===== src/rtl/ns_pkg.sv =====
package ns_pkg;
  localparam int NS_DATA_W = 18;
  localparam int NS_LVL_W  = 5;

  typedef enum logic [1:0] {
    POL_IDLE = 2'd0,
    POL_SRC  = 2'd1,
    POL_SNK  = 2'd2
  } pol_e;
endpackage


===== src/rtl/ns_quant.sv =====
module ns_quant #(
  parameter int ACC_W = 21,
  parameter int SHIFT = 13,
  parameter int LVL_W = 5,
  parameter int E_W   = 15
) (
  input  logic signed [ACC_W-1:0] v_in,
  output logic signed [LVL_W-1:0] lvl,
  output logic signed [E_W-1:0]   err
);
  localparam int QW   = ACC_W - SHIFT;
  localparam int QMAX = 2**(LVL_W-1) - 1;
  localparam int QMIN = -(2**(LVL_W-1));
  localparam int ELIM = 2**SHIFT;

  logic signed [QW-1:0]    q_raw;
  logic signed [ACC_W-1:0] rec;
  logic signed [ACC_W-1:0] e_full;

  always_comb begin
    q_raw = v_in[ACC_W-1:SHIFT];
    if (int'(q_raw) > QMAX) begin
      lvl = LVL_W'(QMAX);
    end else if (int'(q_raw) < QMIN) begin
      lvl = LVL_W'(QMIN);
    end else begin
      lvl = q_raw[LVL_W-1:0];
    end
    rec    = ({{(ACC_W-LVL_W){lvl[LVL_W-1]}}, lvl} <<< SHIFT) + ACC_W'(ELIM/2);
    e_full = v_in - rec;
    if (int'(e_full) > ELIM) begin
      err = E_W'(ELIM);
    end else if (int'(e_full) < -ELIM) begin
      err = E_W'(-ELIM);
    end else begin
      err = e_full[E_W-1:0];
    end
  end
endmodule


===== src/rtl/ns_loop.sv =====
module ns_loop #(
  parameter int DATA_W = 18,
  parameter int LVL_W  = 5
) (
  input  logic                     clk,
  input  logic                     rst_i_n,
  input  logic                     tick,
  input  logic signed [DATA_W-1:0] sample,
  output logic signed [LVL_W-1:0]  lvl_c
);
  localparam int SHIFT = DATA_W - LVL_W;
  localparam int E_W   = SHIFT + 2;
  localparam int ACC_W = DATA_W + 3;
  localparam int ELIM  = 2**SHIFT;

  logic signed [E_W-1:0]   e1_q, e2_q, e1_d, e2_d, err_c;
  logic signed [ACC_W-1:0] x_ext, e1_ext, e2_ext, fb, v_sum;

  always_comb begin
    x_ext  = {{(ACC_W-DATA_W){sample[DATA_W-1]}}, sample};
    e1_ext = {{(ACC_W-E_W){e1_q[E_W-1]}}, e1_q};
    e2_ext = {{(ACC_W-E_W){e2_q[E_W-1]}}, e2_q};
    fb     = (e1_ext <<< 1) - e2_ext;
    v_sum  = x_ext + fb;
  end

  ns_quant #(
    .ACC_W(ACC_W),
    .SHIFT(SHIFT),
    .LVL_W(LVL_W),
    .E_W  (E_W)
  ) quant_i (
    .v_in(v_sum),
    .lvl (lvl_c),
    .err (err_c)
  );

  always_comb begin
    e1_d = e1_q;
    e2_d = e2_q;
    if (tick) begin
      e1_d = err_c;
      e2_d = e1_q;
    end
  end

  always_ff @(posedge clk or negedge rst_i_n) begin
    if (!rst_i_n) begin
      e1_q <= '0;
      e2_q <= '0;
    end else begin
      e1_q <= e1_d;
      e2_q <= e2_d;
    end
  end

  // stored error never leaves the saturation window
  assert_err_bound_R3: assert property (@(posedge clk) disable iff (!rst_i_n)
    (int'(e1_q) <= ELIM) && (int'(e1_q) >= -ELIM));

  // error history shifts by one on each tick
  assert_err_shift_R3: assert property (@(posedge clk) disable iff (!rst_i_n)
    tick |=> (e2_q == $past(e1_q)));

  // loop state frozen between ticks
  assert_state_hold_R9: assert property (@(posedge clk) disable iff (!rst_i_n)
    !tick |=> ($stable(e1_q) && $stable(e2_q)));
endmodule


===== src/rtl/ns_therm_enc.sv =====
module ns_therm_enc
  import ns_pkg::*;
#(
  parameter int LVL_W = 5
) (
  input  logic signed [LVL_W-1:0]      lvl,
  output logic [2**(LVL_W-1)-1:0]      src,
  output logic [2**(LVL_W-1)-1:0]      snk
);
  localparam int NL = 2**(LVL_W-1);

  pol_e             pol;
  logic [LVL_W-1:0] mag;

  always_comb begin
    if (lvl[LVL_W-1]) begin
      pol = POL_SNK;
      mag = -lvl;
    end else if (lvl == '0) begin
      pol = POL_IDLE;
      mag = '0;
    end else begin
      pol = POL_SRC;
      mag = lvl;
    end
  end

  for (genvar i = 0; i < NL; i++) begin : g_line
    assign src[i] = (pol == POL_SRC) && (mag > LVL_W'(i));
    assign snk[i] = (pol == POL_SNK) && (mag > LVL_W'(i));
  end
endmodule


===== src/rtl/nshape_therm.sv =====
module nshape_therm #(
  parameter int DATA_W = ns_pkg::NS_DATA_W,
  parameter int LVL_W  = ns_pkg::NS_LVL_W
) (
  input  logic                         clk,
  input  logic                         rst_n,
  input  logic                         tick,
  input  logic signed [DATA_W-1:0]     sample_in,
  output logic signed [LVL_W-1:0]      level_out,
  output logic [2**(LVL_W-1)-1:0]      src_en,
  output logic [2**(LVL_W-1)-1:0]      snk_en
);
  localparam int NL = 2**(LVL_W-1);

  logic [1:0]              rst_sync;
  logic                    rst_i_n;
  logic signed [LVL_W-1:0] lvl_c, level_q, level_d;
  logic [NL-1:0]           src_c, snk_c, src_q, snk_q, src_d, snk_d;
  logic                    past_ok;

  always_ff @(posedge clk or negedge rst_n) begin
    if (!rst_n) begin
      rst_sync <= 2'b00;
    end else begin
      rst_sync <= {rst_sync[0], 1'b1};
    end
  end
  assign rst_i_n = rst_sync[1];

  ns_loop #(
    .DATA_W(DATA_W),
    .LVL_W (LVL_W)
  ) loop_i (
    .clk    (clk),
    .rst_i_n(rst_i_n),
    .tick   (tick),
    .sample (sample_in),
    .lvl_c  (lvl_c)
  );

  ns_therm_enc #(
    .LVL_W(LVL_W)
  ) enc_i (
    .lvl(lvl_c),
    .src(src_c),
    .snk(snk_c)
  );

  always_comb begin
    level_d = level_q;
    src_d   = src_q;
    snk_d   = snk_q;
    if (tick) begin
      level_d = lvl_c;
      src_d   = src_c;
      snk_d   = snk_c;
    end
  end

  always_ff @(posedge clk or negedge rst_i_n) begin
    if (!rst_i_n) begin
      level_q <= '0;
      src_q   <= '0;
      snk_q   <= '0;
      past_ok <= 1'b0;
    end else begin
      level_q <= level_d;
      src_q   <= src_d;
      snk_q   <= snk_d;
      past_ok <= 1'b1;
    end
  end

  assign level_out = level_q;
  assign src_en    = src_q;
  assign snk_en    = snk_q;

  // banks mutually exclusive
  assert_bank_excl_R7: assert property (@(posedge clk) disable iff (!rst_i_n)
    !((|src_q) && (|snk_q)));

  // the top source line is unreachable
  assert_src_top_off_R6: assert property (@(posedge clk) disable iff (!rst_i_n)
    !src_q[NL-1]);

  // active line count equals level magnitude
  assert_line_count_R6: assert property (@(posedge clk) disable iff (!rst_i_n)
    $countones({src_q, snk_q}) == ((int'(level_q) < 0) ? -int'(level_q) : int'(level_q)));

  // unit level step flips one element
  assert_one_flip_R8: assert property (@(posedge clk) disable iff (!rst_i_n)
    (past_ok && (((int'(level_q) - int'($past(level_q))) == 1) ||
                 ((int'(level_q) - int'($past(level_q))) == -1)))
    |-> ($countones({src_q, snk_q} ^ $past({src_q, snk_q})) == 1));

  // outputs frozen between ticks
  assert_out_hold_R9: assert property (@(posedge clk) disable iff (!rst_i_n)
    !tick |=> ($stable(level_q) && $stable(src_q) && $stable(snk_q)));
endmodule


===== config.mk =====
export PLATFORM = sky130hd
export DESIGN_NAME = nshape_therm
export DESIGN_NICKNAME = d
export VERILOG_FILES = /design/src/rtl/ns_pkg.sv /design/src/rtl/ns_quant.sv /design/src/rtl/ns_loop.sv /design/src/rtl/ns_therm_enc.sv /design/src/rtl/nshape_therm.sv
export SDC_FILE = /design/constraint.sdc
export NUM_CORES = 1
export LEC_CHECK = 0
export ABC_CLOCK_PERIOD_IN_PS = 1900
export BUFFER_PORTS_ARGS = -buffer_cell sky130_fd_sc_hd__buf_4
export CAP_MARGIN = 20
export CELL_PAD_IN_SITES_DETAIL_PLACEMENT = 0
export CELL_PAD_IN_SITES_GLOBAL_PLACEMENT = 2
export CORE_UTILIZATION = 34
export CTS_CLUSTER_DIAMETER = 50
export DETAILED_ROUTE_END_ITERATION = 12
export HOLD_SLACK_MARGIN = 0.05
export PLACE_DENSITY_LB_ADDON = 0.08
export SETUP_SLACK_MARGIN = 0.1
export SYNTH_ARGS = -nofsm -noshare
export SYNTH_HDL_FRONTEND = slang
export SYNTH_SLANG_ARGS = --single-unit

===== constraint.sdc =====
create_clock -name clk -period 1.9 [get_ports clk]
set_input_delay 0 -clock clk [delete_from_list [all_inputs] [get_ports clk]]
set_output_delay 0 -clock clk [all_outputs]
set_load 0.005 [all_outputs]

Word level (Yosys, flattened, before mapping)
Index checks and enable logic that the tools add are counted.

Bits in registers: 69. Output and inout port bits: 37.

Add/sub/neg operators: 5. Magnitude comparators: 20. Equality and inequality tests: 2. Mux-type cells: 8. Reduce and logical (&&, ||, !) cells: 33.

Operator list (count): $gt 5x4->1 const B (8); $logic_and 1x1->1 (32); $mux 15 (2); $gt 21x15->1 const B (1); $lt 21x14->1 const B (1); $sub 21x19->21 (1); $gt 5x3->1 const B (4); $add 18x14->19 const B (1); $add 18x17->19 (1); $sub 16x15->17 (1); $mux 5 (3); $gt 5x1->1 const B (2); $gt 5x2->1 const B (2); $gt 8x5->1 const B (1); $lt 8x5->1 const B (1); $logic_not 5->1 (1); $neg 5->5 (1); $mux 4 (1); $eq 2x1->1 const B (1); $eq 2x2->1 const B (1); $mux 2 (1); $mux 1 (1).

Logic depth before layout (Yosys ltp)
Gate-level depths: netlist of run 1.

Word-level depth: 10. Depth in mapped cells: 32. Depth with buffers taken out: 29.

Hierarchy
A second synthesis of run 1 with hierarchy kept.

Cell total of the unflattened synthesis: 695. Area total of the unflattened synthesis: 6403.6 um^2.

By module, submodules not included: ns_loop (instances 1, cells an instance 264, area each 2426.1 um^2, sequential area each 750.7 um^2); ns_quant (instances 1, cells an instance 230, area each 1687.9 um^2, sequential area each 0.0 um^2); nshape_therm (instances 1, cells an instance 81, area each 1580.3 um^2, sequential area each 975.9 um^2); ns_therm_enc (instances 1, cells an instance 120, area each 709.4 um^2, sequential area each 0.0 um^2).

Least setup slack after synthesis of run 1
No wires, ideal clock.

Path type: reg2reg. Start point: register loop_i.e2_q[6]. End point: register loop_i.e1_q[1]. Setup time: 0.086 ns. Arrival: 6.743 ns. Data required time: 1.814 ns. Path slack: -4.928 ns. Stages on the path, launching flop included: 29. Path buffers: 2. Cell sequence: dfrtp_1 fa_1 inv_1 ha_1 a21o_1 a211o_1 o21a_1 a211oi_2 o21bai_1 a21oi_1 xor2_1 ha_1 clkbuf_1 nor2_1 a311o_1 a311oi_2 inv_1 ha_1 inv_1 ha_1 a21o_1 a21oi_1 o31ai_1 xnor2_1 or4b_1 nor4b_1 clkbuf_8 nand4_1 o221ai_2.

Longest elaborated chain between the ends: 10. Elaborated cells between the ends (all ways): 12.

RTL lines: from (decl) (line ns_loop.sv:16) `logic signed [E_W-1:0] e1_q, e2_q, e1_d, e2_d, err_c;`; from (signal assigned) (line ns_loop.sv:50) `e2_q <= '0;`; from (signal assigned) (line ns_loop.sv:53) `e2_q <= e2_d;`; $sub 16x15->17 (*) (line ns_loop.sv:23) `fb = (e1_ext <<< 1) - e2_ext;`; $add 18x17->19 (*) (line ns_loop.sv:24) `v_sum = x_ext + fb;`; $lt 8x5->1 (line ns_quant.sv:24) `end else if (int'(q_raw) < QMIN) begin`; $mux 5 (line ns_quant.sv:24); $mux 5 (*) (line ns_quant.sv:22) `if (int'(q_raw) > QMAX) begin`; net enc_i.lvl[0] (line ns_therm_enc.sv:6) `input logic signed [LVL_W-1:0] lvl,`; $add 18x14->19 (*) (line ns_quant.sv:29) `rec = ({{(ACC_W-LVL_W){lvl[LVL_W-1]}}, lvl} <<< SHIFT) + ACC_W'(ELIM/2);`; $sub 21x19->21 (*) (line ns_quant.sv:30) `e_full = v_in - rec;`; $lt 21x14->1 (line ns_quant.sv:33) `end else if (int'(e_full) < -ELIM) begin`; $mux 15 (line ns_quant.sv:33); $mux 15 (*) (line ns_quant.sv:31) `if (int'(e_full) > ELIM) begin`; to (signal assigned) (line ns_loop.sv:49) `e1_q <= '0;`; to (signal assigned) (line ns_loop.sv:52) `e1_q <= e1_d;`; to (decl) (line ns_loop.sv:16).

Mark *: on every way through the listed nets, which the timed path passes. The rest lies on a longest branch. A chain may end at the register's enable or synchronous reset.

Final worst setup path of run 1
Start point: register loop_i.e2_q[4]. End point: register loop_i.e1_q[3].

The elaborated chain is that of the path after synthesis.

==> results.toml, run 1 <==
[place]
gp_congestion = 0.825
io_buffers = 57
place_area_mm2 = 0.00802
hpwl_mm = 13.9

[cts]
h-tree-depth = 3
path_clk_slew_ns = 0.06
cts_sinks = 69
clockBufferDepth = 2
clk_latency_ns = 0.34
clockRootBuffer = "clkbuf_16"
cts_buffers = 9
cts_tree = "done"

[global_routing]
grt_antenna_before_repair = 0
grt_overflow = 0
grt_pass1_vias = 5908
grt_pass1_wl_mm = 29.9
grt_use_total_pct = 21.5
grt_max_degree = 68

[synthesis]
synth_nets = 740
synth_top_cell_area_share_pct = 29.8
syn_area_per_cell_um2 = 8.84
synthTopCellsByArea = "dfrtp_1 (30%), ha_1 (9.7%), inv_1 (8.0%)"
synth_warnings = 0
yosys.area.top_type = "dfrtp_1"
synthArstFlopShare_pct = 100
ys.flop_type = "dfrtp_1"
syn_inst = 656
synth_cell_types = 71
yosysSeqAreaShare_pct = 29.8
netlist_area_mm2 = 0.00580
synth-seq-cells = 69
synth_edf_count = 0

[timing]
timing.fmax_ghz = 0.166
slew_violations = 0
setup_tns_ns = -173.26
setup_viol = 51
fin_crit_sh_pct = 317
worst_pin_slew_ns = 0.763
fin_crit_ns = 6.02
setup_slack_ns = -4.12
finalHoldViolCount = 0
slew_headroom_pct = 48.6
skew_ns = 0.00862
rsz0062_at_grt = "yes"

[setup_path]
critPathArrivalTime_ns = 6.29
slowest_stage = "fa_1"
slowest_delay_ns = 0.54
cp_max_fo = 13
start_kind = "register"
path_class = "register to register"
worstSetupEndpointType = "register"
required_ns = 2.17
cp_common_cell = "ha_4"

[cells_and_area]
layout_common_cells = "buf_4 (248), inv_1 (113), dfrtp_1 (68)"
num_antenna_cells = 0
layout.cell_area.non_filler_mm2 = 0.00940
syn2layout_area_growth_pct = 62.0
layout.nets = 1015
layout_commonest_cell = "buf_4"
drive_gt1_share_pct = 48.0

[die]
dieWidth_um = 133
die_h_um = 133
num_rows = 47
io_pins = 58
core_mm2 = 0.0166
dieArea_mm2 = 0.0176
start_util_pct = 34.9

[detailed_routing]
via_per_inst = 4.97
drtAntennaViolNets = 0
drt-wirelength-per-cell_um = 15.7
drt-initial-drc-count = 219
wl_mm = 18.2
drc = 0
firstDrtPassIters = 5
routed-via-count = 5739

[min_path]
hold_class = "input pin to register"

[run_status]
run_status = "finished, violations left"
violations = "setup timing"

[run]
max_cap_viol_count = 0
## state kept, by name (all words and copies together) (netlist names)
name / count
level_out: 5
snk_en: 16
src_en: 16
loop_i.e1_q: 15
loop_i.e2_q: 15
rst_sync: 2
## layer usage
metal	up-vias	wire, um	GRT usage, %
li1	2834	-	-
met1	2789	8830	30.0
met2	91	8540	34.9
met3	25	462	2.64
met4	0	331	6.58
met5	-	0	0
## worst paths after layout
path                                start  cells after the start             end  slack, ns
setup / recovery           loop_i.e2_q[4]                     28  loop_i.e1_q[3]      -4.12
hold / removal                       tick                      2      src_en[15]       0.12
setup reg to reg           loop_i.e2_q[4]                     28  loop_i.e1_q[3]      -4.12
hold reg to reg               rst_sync[1]                      1  loop_i.e2_q[3]       0.29
max in group asynchronous           rst_n                      3     rst_sync[1]       1.22
min in group asynchronous     rst_sync[1]                      1  loop_i.e2_q[3]       0.29
## critical path: cells and delay by family, from the launching register on
family | cells | cell delay (ns)
adders and majority gates | 5 | 1.34
AOI/OAI and AO/OA | 13 | 2.41
DFF | 1 | 0.40
buffers and inverters | 5 | 0.49
xor gates and xnor gates | 2 | 0.39
and+or+nand+nor | 3 | 0.90
## cells in the mapped netlist, types with 12 or more instances
cell type and count:
inv_1 124, dfrtp_1 69, ha_1 45, nor2_1 36, nand2_1 35, a21oi_1 30, o21ai_0 29, o22ai_1 23
xnor2_1 19, fa_1 18, nand4_1 17, mux2_2 14, clkbuf_1 12, xor2_1 12
## metrics by stage
step / hold slack, ns / util (%) / instances / setup WS (ns)
detailed placement: -0.215 / 48.2 / 1099 / -4.54
global route: 0.151 / 56.5 / 1155 / -4.40
finish: 0.119 / 56.5 / 1155 / -4.12
CTS: 0.121 / 54.5 / 1150 / -4.11
global placement: -0.218 / 48.2 / 1099 / -4.32
floorplan: -0.296 / - / 656 / -4.21
## kinds of logic (layout without fill, tap and decap cells)
group,count (synthesis),in the layout,share of synthesized area [%]
AOI/OAI and AO/OA,173,173,21.3
buffers and inverters,151,430,11.5
and+or+nand+nor,148,148,13.0
DFF,69,69,29.8
adders and majority gates,63,63,15.9
xor gates and xnor gates,31,31,4.68
muxes,20,20,3.82
other,1,1,0.0646
## repair_timing
item                                   in CTS  in global routing
resized for setup                         105                 57
setup buffers                              34                  8
setup endpoints to repair                  51                 51
pin swaps                                  24                 21
hold buffers                                2                  0
endpoints found under the hold margin       2                  0
## layout make-up
cell class	instances	area, um2
Clock buffer	10	229
Clock inverter	5	52.6
Fill cell	1494	7240
Inverter	125	477
Multi-Input combinational cell	436	4220
Sequential cell	69	1730
Tap cell	220	275
Timing Repair Buffer	290	2420
Power of run 1 is left out: the tool's default activity adds up to more than one toggle a clock period on the data nets, which glitch-free logic cannot reach.
==> run 2: changes to the inputs <==
- HOLD_SLACK_MARGIN: 0.05 -> 0.15
==> results.toml, run 2 (synthesis results as in run 1) <==
[detailed_routing]
top_layer = "met4"
via_per_inst = 4.96
drt-wirelength-per-cell_um = 15.8
drtAntennaViolNets = 0
m1WireLength_mm = 8.82
drc = 0
met3_length_um = 463
firstDrtPassIters = 4
routed-via-count = 5738
wl_mm = 18.3
drt-initial-drc-count = 251
wl_met2_mm = 8.66

[timing]
setup_viol = 51
skew_ns = 0.00949
fin_crit_ns = 6.02
worst_pin_slew_ns = 0.778
fin_crit_sh_pct = 317
rsz0062_at_grt = "yes"
finalHoldViolCount = 0
setup_slack_ns = -4.12
timing.fmax_ghz = 0.166
slew_violations = 0
slew_headroom_pct = 47.6

[cells_and_area]
num_antenna_cells = 0
syn2layout_area_growth_pct = 62.4
layout_common_cells = "buf_4 (248), inv_1 (113), dfrtp_1 (68)"
drive_gt1_share_pct = 47.9
layout_commonest_cell = "buf_4"
layout.nets = 1017
fill_cells = 1492

[die]
core_mm2 = 0.0166
io_pins = 58
num_rows = 47
dieArea_mm2 = 0.0176
die_h_um = 133
dieWidth_um = 133
start_util_pct = 34.9

[run_status]
run_status = "finished, violations left"
violations = "setup timing"

[setup_path]
critPathBufInv = 5
slowest_stage = "fa_1"
cp_top_family = "compound AO/OA/AOI/OAI gates"
worstSetupEndpointType = "register"
cp_common_cell = "ha_4"
cp_max_fo = 13
slowest_delay_ns = 0.54
required_ns = 2.17
start_kind = "register"
critPathArrivalTime_ns = 6.29
path_class = "register to register"

[run]
max_cap_viol_count = 0

[min_path]
hold_class = "register to async pin"

[cts]
h-tree-depth = 3
path_clk_slew_ns = 0.06
cts_buffers = 9
clockBufferDepth = 2
cts_sinks = 69
clk_latency_ns = 0.34
cts_tree = "done"
clockRootBuffer = "clkbuf_16"

[global_routing]
grt_overflow = 0
grt_pass1_wl_mm = 30.1
grt_pass1_vias = 5924
grt_antenna_before_repair = 0
grt_use_total_pct = 21.7
grt_max_degree = 68

[place]
io_buffers = 57
hpwl_mm = 13.9
gp_congestion = 0.825
pre_cts_ws_ns = -4.54
## run 2: cell count changes in the layout (fill, tap and decap cells not counted), sizes merged
| cell | delta |
|---|---|
| dlygate4sd3 | +2 |
## run 2: cell type report
type,instances,area (um2),share of cell area (%)
Multi-Input combinational cell,436,4220,44.8
Timing Repair Buffer,292,2440,25.9
Sequential cell,69,1730,18.3
Inverter,125,477,5.06
Tap cell,220,275,2.92
Clock buffer,10,229,2.43
Clock inverter,5,52.6,0.558
## run 2: stage by stage
step	hold WS, ns	TNS [ns]	utilization (%)	instances	area [um2]
2_1_floorplan	-0.296	-167.58	-	656	6040
5_1_grt	0.329	-185.92	56.6	1157	9420
4_1_cts	0.275	-170.52	54.6	1152	9090
3_3_place_gp	-0.218	-185.55	48.2	1099	8020
3_5_place_dp	-0.215	-193.90	48.2	1099	8020
6_report	0.283	-173.31	56.6	1157	9420
## run 2: timing repair
action                                  in CTS  in global routing
buffers inserted                            34                  8
resized for setup                          105                 57
hold buffers                                 4                  0
endpoints found under the setup margin      51                 51
gates cloned                                 0                  0
pin swaps                                   24                 21
hold endpoints to repair                     8                  0
## run 2: worst register-to-register path: cells and delay by family, from the launching register on
family	cells	cell delay, ns
fa+ha+maj	5	1.34
simple gates	3	0.90
xor+xnor	2	0.39
buf+inv	5	0.49
compound gates	13	2.42
flops	1	0.40
## run 2: final timing paths
path,startpoint,endpoint,slack (ns),depth (start not counted)
max,loop_i.e2_q[4],loop_i.e1_q[3],-4.12,28
min,rst_sync[1],loop_i.e2_q[3],0.28,1
max reg2reg,loop_i.e2_q[4],loop_i.e1_q[3],-4.12,28
min reg2reg,rst_sync[1],loop_i.e2_q[3],0.28,1
max in group asynchronous,rst_n,rst_sync[1],1.22,3
min in group clk,sample_in[0],loop_i.e1_q[0],0.30,5
## run 2: metal layers
metal / vias to the layer above / track usage [%]
met5: - / 0
li1: 2837 / -
met2: 82 / 35.1
met1: 2796 / 30.1
met4: 0 / 6.58
met3: 23 / 2.64
Power of run 2 is left out for the same reason.
